<file path="src/rtl/i2cs_pkg.sv">
package i2cs_pkg;
   typedef enum logic [2:0] {
      ST_IDLE,
      ST_RX,
      ST_ACK,
      ST_TX,
      ST_RACK
   } bus_st_e;

   typedef enum logic [1:0] {
      PH_ADDR,
      PH_PTR,
      PH_DATA
   } rx_ph_e;
endpackage

</file>
<file path="src/rtl/i2cs_busmon.sv">
module i2cs_busmon #(
   parameter int STAGES = 2
) (
   input  logic clk,
   input  logic rst_n,
   input  logic scl_i,
   input  logic sda_i,
   output logic sda_s,
   output logic scl_rise,
   output logic scl_fall,
   output logic start_det,
   output logic stop_det
);
   if (STAGES < 2) begin : g_bad_stages
      $error("i2cs_busmon: STAGES must be at least 2");
   end

   logic [STAGES-1:0] scl_ff, sda_ff;
   logic              scl_q, sda_q;

   always_ff @(posedge clk or negedge rst_n) begin
      if (!rst_n) begin
         scl_ff <= '1;
         sda_ff <= '1;
         scl_q  <= 1'b1;
         sda_q  <= 1'b1;
      end else begin
         scl_ff <= {scl_ff[STAGES-2:0], scl_i};
         sda_ff <= {sda_ff[STAGES-2:0], sda_i};
         scl_q  <= scl_ff[STAGES-1];
         sda_q  <= sda_ff[STAGES-1];
      end
   end

   logic scl_s;
   assign scl_s     = scl_ff[STAGES-1];
   assign sda_s     = sda_ff[STAGES-1];
   assign scl_rise  = scl_s & ~scl_q;
   assign scl_fall  = ~scl_s & scl_q;
   assign start_det = scl_s & scl_q & sda_q & ~sda_s;
   assign stop_det  = scl_s & scl_q & ~sda_q & sda_s;
endmodule

</file>
<file path="src/rtl/i2cs_regbank.sv">
module i2cs_regbank #(
   parameter int NREG = 16,
   parameter int DW   = 8,
   parameter bit VIEW = 1'b1,
   localparam int PW  = $clog2(NREG)
) (
   input  logic               clk,
   input  logic               rst_n,
   input  logic               we,
   input  logic [PW-1:0]      waddr,
   input  logic [DW-1:0]      wdata,
   input  logic [PW-1:0]      raddr,
   output logic [DW-1:0]      rdata,
   output logic [NREG*DW-1:0] view
);
   logic [DW-1:0] mem [NREG];

   for (genvar i = 0; i < NREG; i++) begin : g_reg
      always_ff @(posedge clk or negedge rst_n) begin
         if (!rst_n)                         mem[i] <= '0;
         else if (we && waddr == PW'(i))     mem[i] <= wdata;
      end
      if (VIEW) begin : g_view
         assign view[i*DW +: DW] = mem[i];
      end else begin : g_noview
         assign view[i*DW +: DW] = '0;
      end
   end

   assign rdata = mem[raddr];
endmodule

</file>
<file path="src/rtl/i2cs_target.sv">
module i2cs_target #(
   parameter logic [6:0] DEV_ADDR    = 7'h3A,
   parameter int         NREG        = 16,
   parameter int         DW          = 8,
   parameter int         SYNC_STAGES = 2,
   parameter bit         EXPOSE_VIEW = 1'b1
) (
   input  logic               clk,
   input  logic               rst_n,
   input  logic               scl_i,
   input  logic               sda_i,
   output logic               sda_pd_o,
   output logic [NREG*DW-1:0] reg_view_o
);
   import i2cs_pkg::*;

   localparam int PW = $clog2(NREG);
   localparam int BW = $clog2(DW);

   if (DW != 8) begin : g_bad_dw
      $error("i2cs_target: DW must be 8");
   end
   if (NREG < 2 || (1 << PW) != NREG) begin : g_bad_nreg
      $error("i2cs_target: NREG must be a power of two");
   end

   logic sda_s, scl_rise, scl_fall, start_det, stop_det;

   i2cs_busmon #(.STAGES(SYNC_STAGES)) u_mon (
      .clk(clk), .rst_n(rst_n), .scl_i(scl_i), .sda_i(sda_i),
      .sda_s(sda_s), .scl_rise(scl_rise), .scl_fall(scl_fall),
      .start_det(start_det), .stop_det(stop_det)
   );

   bus_st_e       st;
   rx_ph_e        ph;
   logic [DW-1:0] sh;
   logic [BW-1:0] bitcnt;
   logic [PW-1:0] ptr;
   logic          got, rd, nak;
   logic [DW-1:0] rd_data;
   logic          wr_en, rd_load, quiet;

   assign quiet   = !start_det && !stop_det;
   assign wr_en   = quiet && st == ST_RX && scl_fall && got && ph == PH_DATA;
   assign rd_load = quiet && scl_fall &&
                    ((st == ST_ACK && ph == PH_ADDR && rd) || (st == ST_RACK && !nak));

   i2cs_regbank #(.NREG(NREG), .DW(DW), .VIEW(EXPOSE_VIEW)) u_bank (
      .clk(clk), .rst_n(rst_n), .we(wr_en), .waddr(ptr), .wdata(sh),
      .raddr(ptr), .rdata(rd_data), .view(reg_view_o)
   );

   always_ff @(posedge clk or negedge rst_n) begin
      if (!rst_n) begin
         st <= ST_IDLE; ph <= PH_ADDR; sh <= '0; bitcnt <= '0; ptr <= '0;
         got <= 1'b0; rd <= 1'b0; nak <= 1'b0; sda_pd_o <= 1'b0;
      end else if (start_det) begin
         st <= ST_RX; ph <= PH_ADDR; bitcnt <= '0; got <= 1'b0; sda_pd_o <= 1'b0;
      end else if (stop_det) begin
         st <= ST_IDLE; bitcnt <= '0; got <= 1'b0; sda_pd_o <= 1'b0;
      end else if (rd_load) begin
         sh       <= rd_data;
         sda_pd_o <= ~rd_data[DW-1];
         ptr      <= ptr + 1'b1;
         bitcnt   <= '0;
         st       <= ST_TX;
      end else begin
         unique case (st)
            ST_RX: begin
               if (scl_rise) begin
                  sh <= {sh[DW-2:0], sda_s};
                  if (bitcnt == BW'(DW-1)) begin
                     got <= 1'b1; bitcnt <= '0;
                  end else begin
                     bitcnt <= bitcnt + 1'b1;
                  end
               end else if (scl_fall && got) begin
                  got <= 1'b0;
                  unique case (ph)
                     PH_ADDR: begin
                        if (sh[DW-1:1] == DEV_ADDR) begin
                           rd <= sh[0]; sda_pd_o <= 1'b1; st <= ST_ACK;
                        end else begin
                           st <= ST_IDLE;
                        end
                     end
                     PH_PTR: begin
                        ptr <= sh[PW-1:0]; sda_pd_o <= 1'b1; st <= ST_ACK;
                     end
                     default: begin
                        ptr <= ptr + 1'b1; sda_pd_o <= 1'b1; st <= ST_ACK;
                     end
                  endcase
               end
            end
            ST_ACK: begin
               if (scl_fall) begin
                  sda_pd_o <= 1'b0;
                  st       <= ST_RX;
                  ph       <= (ph == PH_ADDR) ? PH_PTR : PH_DATA;
               end
            end
            ST_TX: begin
               if (scl_fall) begin
                  if (bitcnt == BW'(DW-1)) begin
                     sda_pd_o <= 1'b0; bitcnt <= '0; st <= ST_RACK;
                  end else begin
                     sh       <= {sh[DW-2:0], 1'b0};
                     sda_pd_o <= ~sh[DW-2];
                     bitcnt   <= bitcnt + 1'b1;
                  end
               end
            end
            ST_RACK: begin
               if (scl_rise)      nak <= sda_s;
               else if (scl_fall) st  <= ST_IDLE;
            end
            default: st <= ST_IDLE;
         endcase
      end
   end

   AST_PD_AFTER_FALL: assert property (@(posedge clk) disable iff (!rst_n)
      !$stable(sda_pd_o) |-> $past(scl_fall || start_det || stop_det)) else $error("pd change");
   AST_IDLE_RELEASED: assert property (@(posedge clk) disable iff (!rst_n)
      (st == ST_IDLE) |-> !sda_pd_o) else $error("idle drive");
   AST_WR_ADVANCE: assert property (@(posedge clk) disable iff (!rst_n)
      wr_en |=> (ptr == PW'($past(ptr) + 1'b1))) else $error("wr ptr");
   AST_RD_ADVANCE: assert property (@(posedge clk) disable iff (!rst_n)
      rd_load |=> (ptr == PW'($past(ptr) + 1'b1))) else $error("rd ptr");
   AST_ACK_AFTER_BYTE: assert property (@(posedge clk) disable iff (!rst_n)
      ($rose(sda_pd_o) && st == ST_ACK) |-> $past(got)) else $error("ack");
endmodule

</file>
<file path="config.mk">
export PLATFORM = sky130hd
export DESIGN_NAME = i2cs_target
export DESIGN_NICKNAME = d
export VERILOG_FILES = /design/src/rtl/i2cs_pkg.sv /design/src/rtl/i2cs_busmon.sv /design/src/rtl/i2cs_regbank.sv /design/src/rtl/i2cs_target.sv
export SDC_FILE = /design/constraint.sdc
export NUM_CORES = 1
export LEC_CHECK = 0
export ABC_CLOCK_PERIOD_IN_PS = 6830
export CORE_MARGIN = 4
export CORE_UTILIZATION = 57
export DETAILED_ROUTE_END_ITERATION = 12
export GPL_TIMING_DRIVEN = 0
export PLACE_DENSITY = 0.85
export SYNTH_ARGS = -nofsm -noshare
export SYNTH_HDL_FRONTEND = slang
export SYNTH_SLANG_ARGS = --single-unit
</file>
<file path="constraint.sdc">
create_clock -name clk -period 6.83 [get_ports clk]
set_clock_uncertainty 0.15 [all_clocks]
set_input_delay 1.366 -clock clk [delete_from_list [all_inputs] [get_ports clk]]
set_output_delay 1.366 -clock clk [all_outputs]
set_load 0.02 [all_outputs]
</file>
# Yosys cells after proc, flatten, opt, wreduce, memory -nomap -nowiden
# Cells that the tools add are included.
[totals]
inputBits = 4
ff_bits = 158
elab_cells = 199
out_inout_bits = 129
[classes]
addsub = 2
reduce_logical = 51
muxes = 57
bitwise = 18
n_eq_ne = 41
n_lt_le_gt_ge = 1
[op_table]
columns = ["op", "count"]
rows = [
  ["3-bit 2-to-1 mux", 17],
  ["8-bit 2-to-1 mux", 6],
  ["5-bit inequality test (second input constant)", 7],
  ["8-bit binary-select mux with 4-bit select", 1],
  ["4-bit equality test (second input constant)", 8],
  ["1-bit logical AND", 27],
  ["6-bit AND reduction", 3],
  ["1-bit 2-to-1 mux", 17],
  ["4-bit by 3-bit equality test with 1-bit output (second input constant)", 4],
  ["4-bit 2-to-1 mux", 4],
  ["8-bit one-hot mux with 2 select lines", 1],
  ["2-bit 2-to-1 mux", 7],
  ["3-bit inequality test (second input constant)", 4],
  ["3-bit one-hot mux with 4 select lines", 1],
  ["1-bit NOT", 10],
  ["4-bit by 2-bit equality test with 1-bit output (second input constant)", 2],
  ["4-bit one-hot mux with 2 select lines", 1],
  ["4-bit AND reduction", 2],
  ["8-bit AND reduction", 1],
  ["2-bit nonzero test", 4],
  ["1-bit bitwise AND", 7],
  ["7-bit by 6-bit equality test with 1-bit output (second input constant)", 1],
  ["7-bit AND reduction", 1],
  ["3-bit by 2-bit equality test with 1-bit output (second input constant)", 2],
  ["26 further kinds", 32],
]

# Logic depth before layout (Yosys ltp)
[logic_depth]
depth_word = 10
ltp_mapped = 7
ltp_nobuf = 7

# By module
# A second synthesis with hierarchy kept.
[unflattened]
cells_unflattened = 526
area_unflattened_um2 = 7747.4
[by_module_without_submodules]
columns = ["module", "area_per_inst_um2", "seq_area_each_um2", "cells_per_inst", "n_inst"]
rows = [
  ["i2cs_regbank", 5903.2, 3203.1, 364, 1],
  ["i2cs_target", 1654.1, 600.6, 152, 1],
  ["i2cs_busmon", 190.2, 157.7, 10, 1],
]

# Worst setup path after synthesis
# No wires, ideal clock.
[synth_path]
path_type = "reg-to-reg"
from = "register ptr[0]"
to = "register u_bank.mem (netlist bit u_bank.view[7])"
path_slack_ps = 4459
required_time_ps = 6555
setup_time_ps = 125
stages_incl_launch_ff = 8
n_path_buf = 2
arrival_ps = 2097
synth_period_minus_slack_ps = 2371
path_cell_list = "dfrtp_1 > clkbuf_1 > buf_2 > inv_1 > ha_1 > nand2_1 > nor4_4 > mux2_2"
[synth_via]
elab_chain_cells = 2
[synth_rtl]
columns = ["item", "line_no", "rtl"]
rows = [
  ["start: declaration", "i2cs_target.sv:39", "logic [PW-1:0] ptr;"],
  ["start signal: assignment", "i2cs_target.sv:65", "ptr <= ptr + 1'b1;"],
  ["4-bit zero test", "i2cs_regbank.sv:21", "else if (we && waddr == PW'(i)) mem[i] <= wdata;"],
  ["1-bit logical AND", "i2cs_regbank.sv:21", ""],
  ["end signal: indexed assignment", "i2cs_regbank.sv:21", ""],
  ["end: declaration", "i2cs_regbank.sv:16", "logic [DW-1:0] mem [NREG];"],
]
# Every way passes these cells.
# A chain may end at the register's enable or synchronous reset.

# Worst setup path after layout
# Same ends and word-level chain as after synthesis.

==> metrics.yaml <==
sta:
  layout_setup_ws_ns: 3.73
  relSlewSlack_pct: 24.2
  finalSetupViolations: 0
  hold_viol_final: 0
  clock.fmax_ghz: 0.323
  tightest_slew_ns: 1.13
  drv_slew: 0
  grt_setup_unrepaired: "false"
  fin_crit_ns: 3.10
  post-route-period-util_pct: 45.3
grt:
  antenna_found_initial: 0
  grt_pass1_vias: 5782
  grt_pass1_wl_um: 33300
  overflow: 0
  grt_usage_pct: 29.9
  grt_max_degree: 91
status:
  status: "complete, no violations"
run:
  maxCapViolCount: 0
pwr:
  p_leak_nw: 4.50
  irDropWorstVdd_v: 0.000178
  power_mw: 2.37
  p_per_area_mw_per_mm2: 240
placed_design:
  gp_congestion: 0.834
  placement.io_buffers: 132
  pre_cts_ws_ns: 3.76
  hpwlAfterDp_um: 14600
clock_tree:
  cts.path.max_buffers: 2
  ctsHoldBuffers: 0
  post-cts-setup-buffer-count: 0
  cts.sinks: 158
  cts_tree: "yes"
  root_buffer: "clkbuf_16"
  cts-resized-gates: 0
  clk_latency_ns: 0.43
  cts_buffers: 17
  clkTransAtPathRegs_ns: 0.06
  h-tree-depth: 4
routing:
  viasPerCell: 6.14
  drt_wl_total_um: 21500
  drt-pass1-iter-count: 5
  postRouteAntennaNets: 0
  drtIter0Drc: 322
  avgRoutedWirePerCell_um: 25.1
  vias: 5273
  drc_errors: 0
finish:
  multi_input_area_mm2: 0.00352
  ff_latch_area_mm2: 0.00396
  fin_nets: 680
  n_antenna_cell: 0
  syn2layout_area_growth_pct: 28.8
  fillCellCount: 774
  drive_gt1_share_pct: 18.6
synthesis:
  yosysSeqAreaShare_pct: 51.6
  synthesis.area_mm2: 0.00767
  synth_fp_nets: 528
  yosysWarnings: 0
  synth_flop_cell: "dfrtp_1"
  yosys.cell_types.count: 57
  avgSynthCellArea_um2: 14.8
  ys_async_sr_fraction_pct: 100
  synthTopCellsByArea: "dfrtp_1 (50%), mux2_1 (16%), mux4_2 (11%), dfstp_2 (2.1%), mux2i_1 (1.7%)"
  synth_edf_count: 0
  synth-seq-cells: 158
  yosys.area.top_type: "dfrtp_1"
  syn_inst: 518
  yosysTopAreaCellShare_pct: 49.6
floorplan:
  die_area_mm2: 0.0154
  die_y_um: 124
  start_util_pct: 58.2
  pin_count: 133
  core_mm2: 0.0132
  die_w_um: 124
  row_count: 42
critical_path:
  arrival_ns: 3.27
  required_ns: 7.00
  start_kind: "register"
  worstSetupEndpointType: "register"
  critPathMaxFanout: 10
  crit_type: "reg2reg"
worst_hold_path:
  hp-class: "reg2reg"
-- through the flow --
step | hold WS (ns) | std cells | setup TNS [ns] | util (%) | area [um^2]
after CTS | 0.209 | 859 | 0 | 74.9 | 9890
after floorplan | 0.195 | 518 | 0 | - | 7670
after global routing | 0.215 | 859 | 0 | 74.9 | 9890
final | 0.207 | 859 | 0 | 74.9 | 9890
after detailed placement | 0.200 | 827 | 0 | 70.1 | 9250
after global placement | 0.201 | 826 | -287.58 | 69.9 | 9220
-- cell type report --
cell class | count | area share (%)
Multi-Input combinational cell | 316 | 35.6
Sequential cell | 158 | 40.1
Tap cell | 176 | 2.23
Buffer | 35 | 1.61
Clock buffer | 21 | 4.66
Timing Repair Buffer | 133 | 13.7
Clock inverter | 11 | 1.82
Inverter | 9 | 0.342
-- critical path, stage by stage, from the launching register on --
cell and delay, ns:
dfrtp_1 0.41, clkbuf_1 0.23, buf_2 0.31, inv_1 0.16, ha_1 0.24, nand2_1 0.21, nor4_4 0.86, mux2_2 0.41
-- worst paths after layout --
check | startpoint | end | slack (ns) | depth (start not counted)
min in group asynchronous | rst_n | st[0] | 0.79 | 1
min | u_mon.scl_ff[0] | u_mon.scl_ff[1] | 0.21 | 0
max reg2reg | ptr[0] | u_bank.view[7] | 3.73 | 7
max in group asynchronous | rst_n | u_bank.view[119] | 4.88 | 2
min reg2reg | u_mon.scl_ff[0] | u_mon.scl_ff[1] | 0.21 | 0
max | ptr[0] | u_bank.view[7] | 3.73 | 7
-- flip-flops by register name, indices dropped and copies added, names as in the netlist --
signal and flops:
bitcnt 3, ptr 4, u_mon.scl_ff 2, sda_pd_o 1, u_mon.sda_ff 2, ph 2
st 3, rd 1, sh 8, u_mon.scl_q 1, u_bank.view 128, nak 1
got 1, u_mon.sda_q 1
-- report_power, final --
part | leakage (nW) | total [mW] | internal, mW | switching (mW)
clock | 0.308 | 1.03 | 0.636 | 0.390
combinational | 2.01 | 0.339 | 0.107 | 0.232
sequential | 2.18 | 1.01 | 0.974 | 0.0342
total | 4.50 | 2.37 | 1.72 | 0.657
-- layer usage --
| metal | global-route usage, % | vias to the layer above | part of all wire, % |
|---|---|---|---|
| li1 | - | 2241 | - |
| met1 | 36.8 | 2745 | 39 |
| met2 | 46.5 | 217 | 48 |
| met3 | 12.4 | 70 | 9.0 |
| met4 | 13.5 | 0 | 3.9 |
| met5 | 0 | - | 0 |
-- cells by family after synthesis --
logic type,synth area share [%]
AOI/OAI and AO/OA,3.80
muxes,33.0
xor gates and xnor gates,0.114
adders and majority gates,0.978
DFF,51.6
buffers and inverters,2.51
and+or+nand+nor,7.99
-- layout by cell type (no fill, tap or decap), types with 9 or more instances in the layout --
cell / synthesis / layout
mux4_2: 38 / 38
clkdlybuf4s50_1: 0 / 131
clkbuf_16: 0 / 17
dfrtp_1: 152 / 152
a21oi_1: 13 / 13
nor2_1: 13 / 13
mux2_1: 111 / 111
clkbuf_1: 24 / 26
nand2_1: 18 / 18
mux2i_1: 13 / 13
inv_1: 9 / 9
mux2_2: 11 / 11
-- cell usage after synthesis (all sizes together) (7+ instances only) --
cell type and count:
a21oi 13, nor2 21, dfrtp 152, mux2 130
buf 11, o21ai 11, mux4 40, nand2 18
mux2i 13, inv 9, clkbuf 24, nand3 7
(Power assumes the default switching activity.)
